**config.mk**
```make
export PLATFORM = sky130hd
export DESIGN_NAME = rxf_filter
export DESIGN_NICKNAME = d
export VERILOG_FILES = /design/src/rtl/rxf_pkg.sv /design/src/rtl/rxf_mem.sv /design/src/rtl/rxf_wr_ctrl.sv /design/src/rtl/rxf_rd_ctrl.sv /design/src/rtl/rxf_filter.sv
export SDC_FILE = /design/constraint.sdc
export NUM_CORES = 2
export LEC_CHECK = 0
export CORE_MARGIN = 10
export CORE_UTILIZATION = 57
export CTS_CLUSTER_DIAMETER = 30
export CTS_CLUSTER_SIZE = 20
export DETAILED_ROUTE_END_ITERATION = 12
export PLACE_DENSITY = 0.74
export SLEW_MARGIN = 0
export SYNTH_ARGS = -nofsm -noshare
export SYNTH_HDL_FRONTEND = slang
export SYNTH_SLANG_ARGS = --single-unit
```
**constraint.sdc**
```tcl
create_clock -name clk -period 27.8 [get_ports clk]
set_input_delay 2.78 -clock clk [delete_from_list [all_inputs] [get_ports clk]]
set_output_delay 2.78 -clock clk [all_outputs]
set_load 0.02 [all_outputs]
```
**src/rtl/rxf_pkg.sv**
```systemverilog
package rxf_pkg;

    typedef enum logic [1:0] {
        W_IDLE,
        W_FILL,
        W_PASS,
        W_SKIP
    } wr_state_t;

    typedef enum logic {
        R_HEAD,
        R_BODY
    } rd_state_t;

    typedef struct packed {
        logic       err;
        logic       last;
        logic [7:0] data;
    } rxf_entry_t;

    // Cut-through release level in bytes for a threshold code
    function automatic logic [7:0] thr_bytes(input logic [1:0] code);
        logic [7:0] lvl;
        unique case (code)
            2'd0:    lvl = 8'd64;
            2'd1:    lvl = 8'd32;
            2'd2:    lvl = 8'd96;
            default: lvl = 8'd128;
        endcase
        return lvl;
    endfunction

endpackage

```
**src/rtl/rxf_mem.sv**
```systemverilog
module rxf_mem
    import rxf_pkg::*;
#(
    parameter int DEPTH = 256
) (
    input  logic                     clk,
    input  logic                     we,
    input  logic [$clog2(DEPTH)-1:0] waddr,
    input  rxf_entry_t               wdata,
    input  logic [$clog2(DEPTH)-1:0] raddr,
    output rxf_entry_t               rdata
);

    rxf_entry_t store [DEPTH];

    always_ff @(posedge clk) begin
        if (we) begin
            store[waddr] <= wdata;
        end
    end

    assign rdata = store[raddr];

endmodule

```
**src/rtl/rxf_wr_ctrl.sv**
```systemverilog
module rxf_wr_ctrl
    import rxf_pkg::*;
#(
    parameter int DEPTH   = 256,
    parameter int LEN_W   = 16,
    parameter int MIN_LEN = 64
) (
    input  logic                     clk,
    input  logic                     rst_n,
    input  logic                     in_valid,
    input  logic [7:0]               in_data,
    input  logic                     in_sof,
    input  logic                     in_eof,
    input  logic                     in_err,
    input  logic                     in_runt,
    input  logic                     cfg_store_fwd,
    input  logic [1:0]               cfg_thresh,
    input  logic                     cfg_fwd_err,
    input  logic                     cfg_fwd_small,
    input  logic [$clog2(DEPTH):0]   rd_ptr,
    output logic                     mem_we,
    output logic [$clog2(DEPTH)-1:0] mem_waddr,
    output rxf_entry_t               mem_wdata,
    output logic [$clog2(DEPTH):0]   wr_ptr,
    output logic [$clog2(DEPTH):0]   commit_ptr
);

    localparam int AW = $clog2(DEPTH);
    localparam int PW = AW + 1;

    wr_state_t        state_q, state_d;
    logic [LEN_W-1:0] fcnt_q, fcnt_d;
    logic [PW-1:0]    fstart_q, fstart_d;
    logic [PW-1:0]    wr_q, wr_d;
    logic [PW-1:0]    cm_q, cm_d;

    logic [PW-1:0]    level;
    logic             last_slot;
    logic             no_room;
    logic             in_frame;
    logic             take;
    logic             released;
    logic             errored;
    logic             short_frm;
    logic             keep;
    logic             thr_hit;
    logic [PW-1:0]    base;
    logic [LEN_W-1:0] cnt_nx;
    logic [PW-1:0]    wr_inc;

    assign level     = wr_q - rd_ptr;
    assign last_slot = (level == PW'(DEPTH - 1));
    assign no_room   = (level >= PW'(DEPTH - 1));
    assign in_frame  = (state_q == W_FILL) || (state_q == W_PASS);
    assign take      = in_valid && (((state_q == W_IDLE) && in_sof && !no_room) || in_frame);
    assign released  = (state_q == W_PASS);
    assign base      = (state_q == W_IDLE) ? wr_q : fstart_q;
    assign cnt_nx    = (state_q == W_IDLE) ? LEN_W'(1)
                     : ((fcnt_q == '1) ? fcnt_q : fcnt_q + 1'b1);
    assign errored   = in_err || in_runt;
    assign short_frm = (cnt_nx < LEN_W'(MIN_LEN));
    assign keep      = released
                     || (errored ? (cfg_fwd_err && !in_runt)
                                 : (!short_frm || cfg_fwd_small));
    assign thr_hit   = !cfg_store_fwd && (cnt_nx >= LEN_W'(thr_bytes(cfg_thresh)));
    assign wr_inc    = wr_q + 1'b1;

    // State register
    always_ff @(posedge clk) begin
        if (!rst_n) begin
            state_q <= W_IDLE;
        end else begin
            state_q <= state_d;
        end
    end

    // Pointer and frame counters
    always_ff @(posedge clk) begin
        if (!rst_n) begin
            fcnt_q   <= '0;
            fstart_q <= '0;
            wr_q     <= '0;
            cm_q     <= '0;
        end else begin
            fcnt_q   <= fcnt_d;
            fstart_q <= fstart_d;
            wr_q     <= wr_d;
            cm_q     <= cm_d;
        end
    end

    // Next state and write actions
    always_comb begin
        state_d        = state_q;
        fcnt_d         = fcnt_q;
        fstart_d       = fstart_q;
        wr_d           = wr_q;
        cm_d           = cm_q;
        mem_we         = 1'b0;
        mem_wdata.err  = 1'b0;
        mem_wdata.last = 1'b0;
        mem_wdata.data = in_data;

        unique case (state_q)
            W_IDLE: begin
                if (in_valid && in_sof && no_room && !in_eof) begin
                    state_d = W_SKIP;
                end
            end
            W_FILL, W_PASS: begin
                state_d = state_q;
            end
            W_SKIP: begin
                if (in_valid && in_eof) begin
                    state_d = W_IDLE;
                end
            end
            default: state_d = W_IDLE;
        endcase

        if (take) begin
            fstart_d = base;
            fcnt_d   = cnt_nx;
            if (!in_eof && last_slot) begin
                // overflow: truncate a frame that must go out, else rewind
                if (released || cfg_fwd_err) begin
                    mem_we         = 1'b1;
                    mem_wdata.last = 1'b1;
                    mem_wdata.err  = 1'b1;
                    wr_d           = wr_inc;
                    cm_d           = wr_inc;
                end else begin
                    wr_d = base;
                end
                state_d = W_SKIP;
            end else if (in_eof) begin
                if (keep) begin
                    mem_we         = 1'b1;
                    mem_wdata.last = 1'b1;
                    mem_wdata.err  = errored;
                    wr_d           = wr_inc;
                    cm_d           = wr_inc;
                end else begin
                    wr_d = base;
                end
                state_d = W_IDLE;
            end else begin
                mem_we = 1'b1;
                wr_d   = wr_inc;
                if (released || thr_hit) begin
                    cm_d    = wr_inc;
                    state_d = W_PASS;
                end else begin
                    state_d = W_FILL;
                end
            end
        end
    end

    assign mem_waddr  = wr_q[AW-1:0];
    assign wr_ptr     = wr_q;
    assign commit_ptr = cm_q;

endmodule

```
**src/rtl/rxf_rd_ctrl.sv**
```systemverilog
module rxf_rd_ctrl
    import rxf_pkg::*;
#(
    parameter int DEPTH = 256
) (
    input  logic                   clk,
    input  logic                   rst_n,
    input  logic [$clog2(DEPTH):0] commit_ptr,
    input  rxf_entry_t             rdata,
    input  logic                   out_ready,
    output logic [$clog2(DEPTH):0] rd_ptr,
    output logic                   out_valid,
    output logic [7:0]             out_data,
    output logic                   out_sof,
    output logic                   out_eof,
    output logic                   out_err
);

    localparam int PW = $clog2(DEPTH) + 1;

    rd_state_t     state_q, state_d;
    logic [PW-1:0] rd_q;
    logic          fire;

    assign fire = out_valid && out_ready;

    // State register
    always_ff @(posedge clk) begin
        if (!rst_n) begin
            state_q <= R_HEAD;
        end else begin
            state_q <= state_d;
        end
    end

    always_ff @(posedge clk) begin
        if (!rst_n) begin
            rd_q <= '0;
        end else if (fire) begin
            rd_q <= rd_q + 1'b1;
        end
    end

    always_comb begin
        state_d = state_q;
        unique case (state_q)
            R_HEAD: if (fire && !rdata.last) state_d = R_BODY;
            R_BODY: if (fire && rdata.last)  state_d = R_HEAD;
            default: state_d = R_HEAD;
        endcase
    end

    // Outputs
    always_comb begin
        out_valid = (rd_q != commit_ptr);
        out_data  = rdata.data;
        out_sof   = out_valid && (state_q == R_HEAD);
        out_eof   = out_valid && rdata.last;
        out_err   = out_valid && rdata.err;
    end

    assign rd_ptr = rd_q;

endmodule

```
**src/rtl/rxf_filter.sv**
```systemverilog
module rxf_filter
    import rxf_pkg::*;
#(
    parameter int DEPTH   = 256,
    parameter int LEN_W   = 16,
    parameter int MIN_LEN = 64
) (
    input  logic       clk,
    input  logic       rst_n,
    input  logic       in_valid,
    input  logic [7:0] in_data,
    input  logic       in_sof,
    input  logic       in_eof,
    input  logic       in_err,
    input  logic       in_runt,
    input  logic       cfg_store_fwd,
    input  logic [1:0] cfg_thresh,
    input  logic       cfg_fwd_err,
    input  logic       cfg_fwd_small,
    output logic       out_valid,
    input  logic       out_ready,
    output logic [7:0] out_data,
    output logic       out_sof,
    output logic       out_eof,
    output logic       out_err
);

    localparam int AW = $clog2(DEPTH);
    localparam int PW = AW + 1;

    logic          mem_we;
    logic [AW-1:0] mem_waddr;
    rxf_entry_t    mem_wdata;
    rxf_entry_t    mem_rdata;
    logic [PW-1:0] wr_ptr;
    logic [PW-1:0] rd_ptr;
    logic [PW-1:0] commit_ptr;

    rxf_wr_ctrl #(
        .DEPTH   (DEPTH),
        .LEN_W   (LEN_W),
        .MIN_LEN (MIN_LEN)
    ) u_wr (
        .clk           (clk),
        .rst_n         (rst_n),
        .in_valid      (in_valid),
        .in_data       (in_data),
        .in_sof        (in_sof),
        .in_eof        (in_eof),
        .in_err        (in_err),
        .in_runt       (in_runt),
        .cfg_store_fwd (cfg_store_fwd),
        .cfg_thresh    (cfg_thresh),
        .cfg_fwd_err   (cfg_fwd_err),
        .cfg_fwd_small (cfg_fwd_small),
        .rd_ptr        (rd_ptr),
        .mem_we        (mem_we),
        .mem_waddr     (mem_waddr),
        .mem_wdata     (mem_wdata),
        .wr_ptr        (wr_ptr),
        .commit_ptr    (commit_ptr)
    );

    rxf_mem #(
        .DEPTH (DEPTH)
    ) u_mem (
        .clk   (clk),
        .we    (mem_we),
        .waddr (mem_waddr),
        .wdata (mem_wdata),
        .raddr (rd_ptr[AW-1:0]),
        .rdata (mem_rdata)
    );

    rxf_rd_ctrl #(
        .DEPTH (DEPTH)
    ) u_rd (
        .clk        (clk),
        .rst_n      (rst_n),
        .commit_ptr (commit_ptr),
        .rdata      (mem_rdata),
        .out_ready  (out_ready),
        .rd_ptr     (rd_ptr),
        .out_valid  (out_valid),
        .out_data   (out_data),
        .out_sof    (out_sof),
        .out_eof    (out_eof),
        .out_err    (out_err)
    );

endmodule

```
==> parameters.txt <==
Parameter                              Value

Timing
  Slew at the pin closest to its max-slew limit ... 1.522 ns
  Unrepaired setup endpoints after global routing ... false
  Minimum period implied by the final worst setup slack ... 10.52 ns
  Final sum of negative setup slack ... 0 ns
  Final setup violation count ... 0
  Final hold slack ... 0.4524 ns
  Maximum clock skew at final layout ... 0.1245 ns
  Worst slew margin relative to its limit ... -1.482%
  Final count of pins violating max slew ... 56
  Fin crit share ... 37.84%
  Maximum clock frequency ... 0.09506 GHz
  Count of final hold-check violations ... 0

Floorplanning
  Floorplan die area ... 0.1970 mm2
  Ports ... 33
  Number of placement rows ... 155
  Width of the die ... 443.8 um
  Height of the die ... 443.8 um
  Core area ... 0.1786 mm2
  Initial Utilization ... 57.33%

Clock tree
  Number of setup buffers added after CTS ... 0
  Root Buffer ... clkbuf_16
  Number of sinks on the clock net ... 2,623
  Resized cells post-CTS ... 0
  Cts bufs inserted ... 453
  Clk_lat worst skew ... 1.01 ns
  H-tree Lvls ... 5
  TritonCTS clock tree ... yes
  Total of hold buffers inserted after clock tree synthesis ... 0
  Clk buf depth ... 4
  Reg clk slew, reported paths ... 0.05 ns

Detailed routing
  Remaining DRCs ... 0
  Total iterations of the first detailed-routing run ... 6
  Number of nets with antenna violations after routing ... 0
  Starting DRC count in detailed routing ... 7,921
  Final routed wire length divided by cell count ... 36.45 um
  Routed WL ... 277.9 mm
  Via-per-instance ratio ... 6.938
  DR vias ... 52.89k

Setup path
  Crit path kind ... reg -> out
  Highest net fanout along the worst path ... 86
  Crit path capture type ... output pin
  Max stage delay on crit path ... 0.92 ns
  WP data required ... 25.02 ns
  Type of element launching the critical path ... flip-flop
  CP most frequent cell ... buf_4
  Arrival time of data at the critical path endpoint ... 7.74 ns
  Critical path's slowest cell ... dfxtp_4
  Critical Path, Cell by Cell ... buf_12 > buf_4 > buf_4 > buf_4 > mux4_2 > a22oi_1 > a21oi_1 > or3_1 > a31oi_1 > mux2i_1 > and2_1 > clkdlybuf4s50_1

Synthesis
  Mean post-synth cell area ... 22.50 um2
  Post-synth EDFFs ... 2,560
  Dominant register cell in the synthesized netlist ... edfxtp_1
  Number of instances in the synthesized netlist ... 4,552
  Dominant cell type by area after synthesis ... edfxtp_1
  Number of synthesized register bits ... 2,623
  Net count of the mapped netlist ... 4,597
  Post-synthesis share of cell area spent on full adders, half adders and majority gates ... 0.3006%
  Post-synthesis mux area share ... 18.14%
  Share of the synthesized netlist area taken by xor and xnor gates ... 0.2908%
  Synthesis warning total ... 0
  Synthesized-area fraction occupied by and/or/nand/nor cells ... 2.381%
  Main combinational cell family by area after synthesis ... multiplexers
  Sequential cell area fraction in the yosys report ... 76.30%
  Fraction of post-synthesis cell area in the top cell type by area ... 75.07%
  Synthesized-area fraction occupied by ao, oa, aoi and oai cells ... 1.404%
  Cell area after synthesis ... 0.1024 mm2
  Number of distinct library cell variants in the gate-level netlist after synthesis ... 75
  Share of flip-flops with an asynchronous set or reset ... 0%
  Leading post-synthesis cells by cell area ... edfxtp_1, mux4_2, dfxtp_1, nor2_1, clkbuf_1

Finish
  Share of layout cells above drive strength 1 ... 32.66%
  Area growth, synth to finish ... 18.06%
  Post-layout instance area ... 0.1209 mm2
  Final nets ... 4,944
  Post-Route Utilization ... 67.68%
  Count of fill cells added during filler insertion ... 10.14k

Power
  Maximum vdd ir drop ... 0.1076 mV
  Power per Cell Area ... 98.51 mW/mm2
  Cell leakage power ... 37.83 nW

Global routing
  Wire length of the first global-routing pass ... 400.9 mm
  All-Layer GR Usage ... 28.16%
  Total overflow reported by the global router ... 0
  Number of antenna violations at the first check in global routing ... 19
  Vias in the first global route ... 53.94k
  Largest net degree at the start of global routing ... 257

Place
  Instance area after placement ... 0.1057 mm2
  Port buffer count ... 32
  Half-perimeter wire length after placement ... 140.4 mm
  GPL Wtd Cong ... 0.8182

Status
  Violated checks ... max-slew violations
  Run status ... finished with violations

Hold path
  Worst Hold Class ... reg -> reg

Job
  Max-Cap Viols ... 0
area by class of cell:
class,count,area (um2),area share [%]
multi-input combinational,1624,23080,19.09
antenna,7,17.52,0.01449
timing repair buffer,164,1416,1.172
inverter,33,131.4,0.1087
clock buffer,507,11650,9.641
sequential,2623,78150,64.65
tap,2355,2947,2.437
clock inverter,310,3491,2.888
cells in the final DEF (no fill, tap or decap), drive strengths merged, types with 28 or more instances in the layout:
cell	Yosys	routed
bufinv	0	59
a21oi	58	58
clkinvlp	0	42
edfxtp	2560	2560
a22oi	37	37
buf	115	132
clkbuf	157	515
o21ai	28	28
clkinv	1	154
dfxtp	63	63
nand2	76	76
nor2	309	309
inv	32	88
mux4	819	819
report_power, final:
part | switching [mW] | internal (mW)
sequential | 0.0382 | 4.41
clock | 1.98 | 3.57
combinational | 1.07 | 0.844
total | 3.09 | 8.82
sequential cells by signal, summed over array words and instances, names as in the netlist, named ones only:
| name | cells |
|---|---|
| u_wr.state_q | 2 |
| u_wr.fcnt_q | 16 |
| u_wr.fstart_q | 9 |
| u_wr.commit_ptr | 9 |
| u_mem.store | 2560 |
| u_wr.wr_ptr | 9 |
| u_rd.rd_ptr | 9 |
cells in the mapped netlist (4+ instances only):
library cell	n
edfxtp_1	2560
mux4_2	819
nor2_1	309
clkbuf_1	155
buf_1	78
nand2_1	76
dfxtp_1	63
a21oi_1	57
a22oi_1	37
buf_2	35
inv_1	31
o21ai_0	27
nand3_1	24
ha_1	23
xnor2_1	22
nand4_1	20
nor3_1	20
nor2b_1	14
a211oi_1	13
xor2_1	12
a31oi_1	11
a22o_1	10
and3_1	10
mux2i_1	10
or3_1	8
nand4b_4	7
and2_1	6
nor4_1	6
a21o_1	5
a2111oi_0	4
and4_1	4
o211ai_1	4
o22ai_1	4
o31a_1	4
cells by family after synthesis:
logic type                 Yosys count
DFF                               2623
muxes                              832
and+or+nand+nor                    524
buffers and inverters              305
AOI/OAI and AO/OA                  210
xor gates and xnor gates            34
adders and majority gates           24
through the flow:
| step | worst slack [ns] | cells | total power, mW |
|---|---|---|---|
| after detailed placement | 18.06 | 6799 | 6.381 |
| after CTS | 17.01 | 7616 | 11.93 |
| final | 17.28 | 7623 | 11.91 |
| after global routing | 16.71 | 7617 | 12.18 |
| after global placement | 18.06 | 6799 | 6.362 |
| after floorplan | 5.905 | 4552 | 5.794 |
per-layer routing:
metal | GRT usage [%] | vias up | wire (um)
li1 | - | 20140 | -
met1 | 37.20 | 27970 | 97550
met2 | 45.01 | 4016 | 136700
met3 | 6.819 | 743 | 29990
met4 | 12.49 | 20 | 13490
met5 | 0 | - | 137
worst max-delay path: cells and delay by family, from the launching register on:
family | cells | cell delay, ns
AO/OA/AOI/OAI | 3 | 0.69
buffers and inverters | 5 | 3.31
flip-flops | 1 | 0.92
multiplexers | 2 | 0.99
AND/OR/NAND/NOR | 2 | 0.71
final timing paths:
kind | cells past startpoint | from | slack, ns | end
worst max-delay path | 12 | flip-flop | 17.28 | out_eof
worst min-delay path | 2 | u_wr.fstart_q[5] | 0.45 | u_wr.fstart_q[5]
worst max register to register | 11 | flip-flop | 21.51 | flip-flop
worst min register to register | 2 | u_wr.fstart_q[5] | 0.45 | u_wr.fstart_q[5]
(Power assumes the default switching activity.)
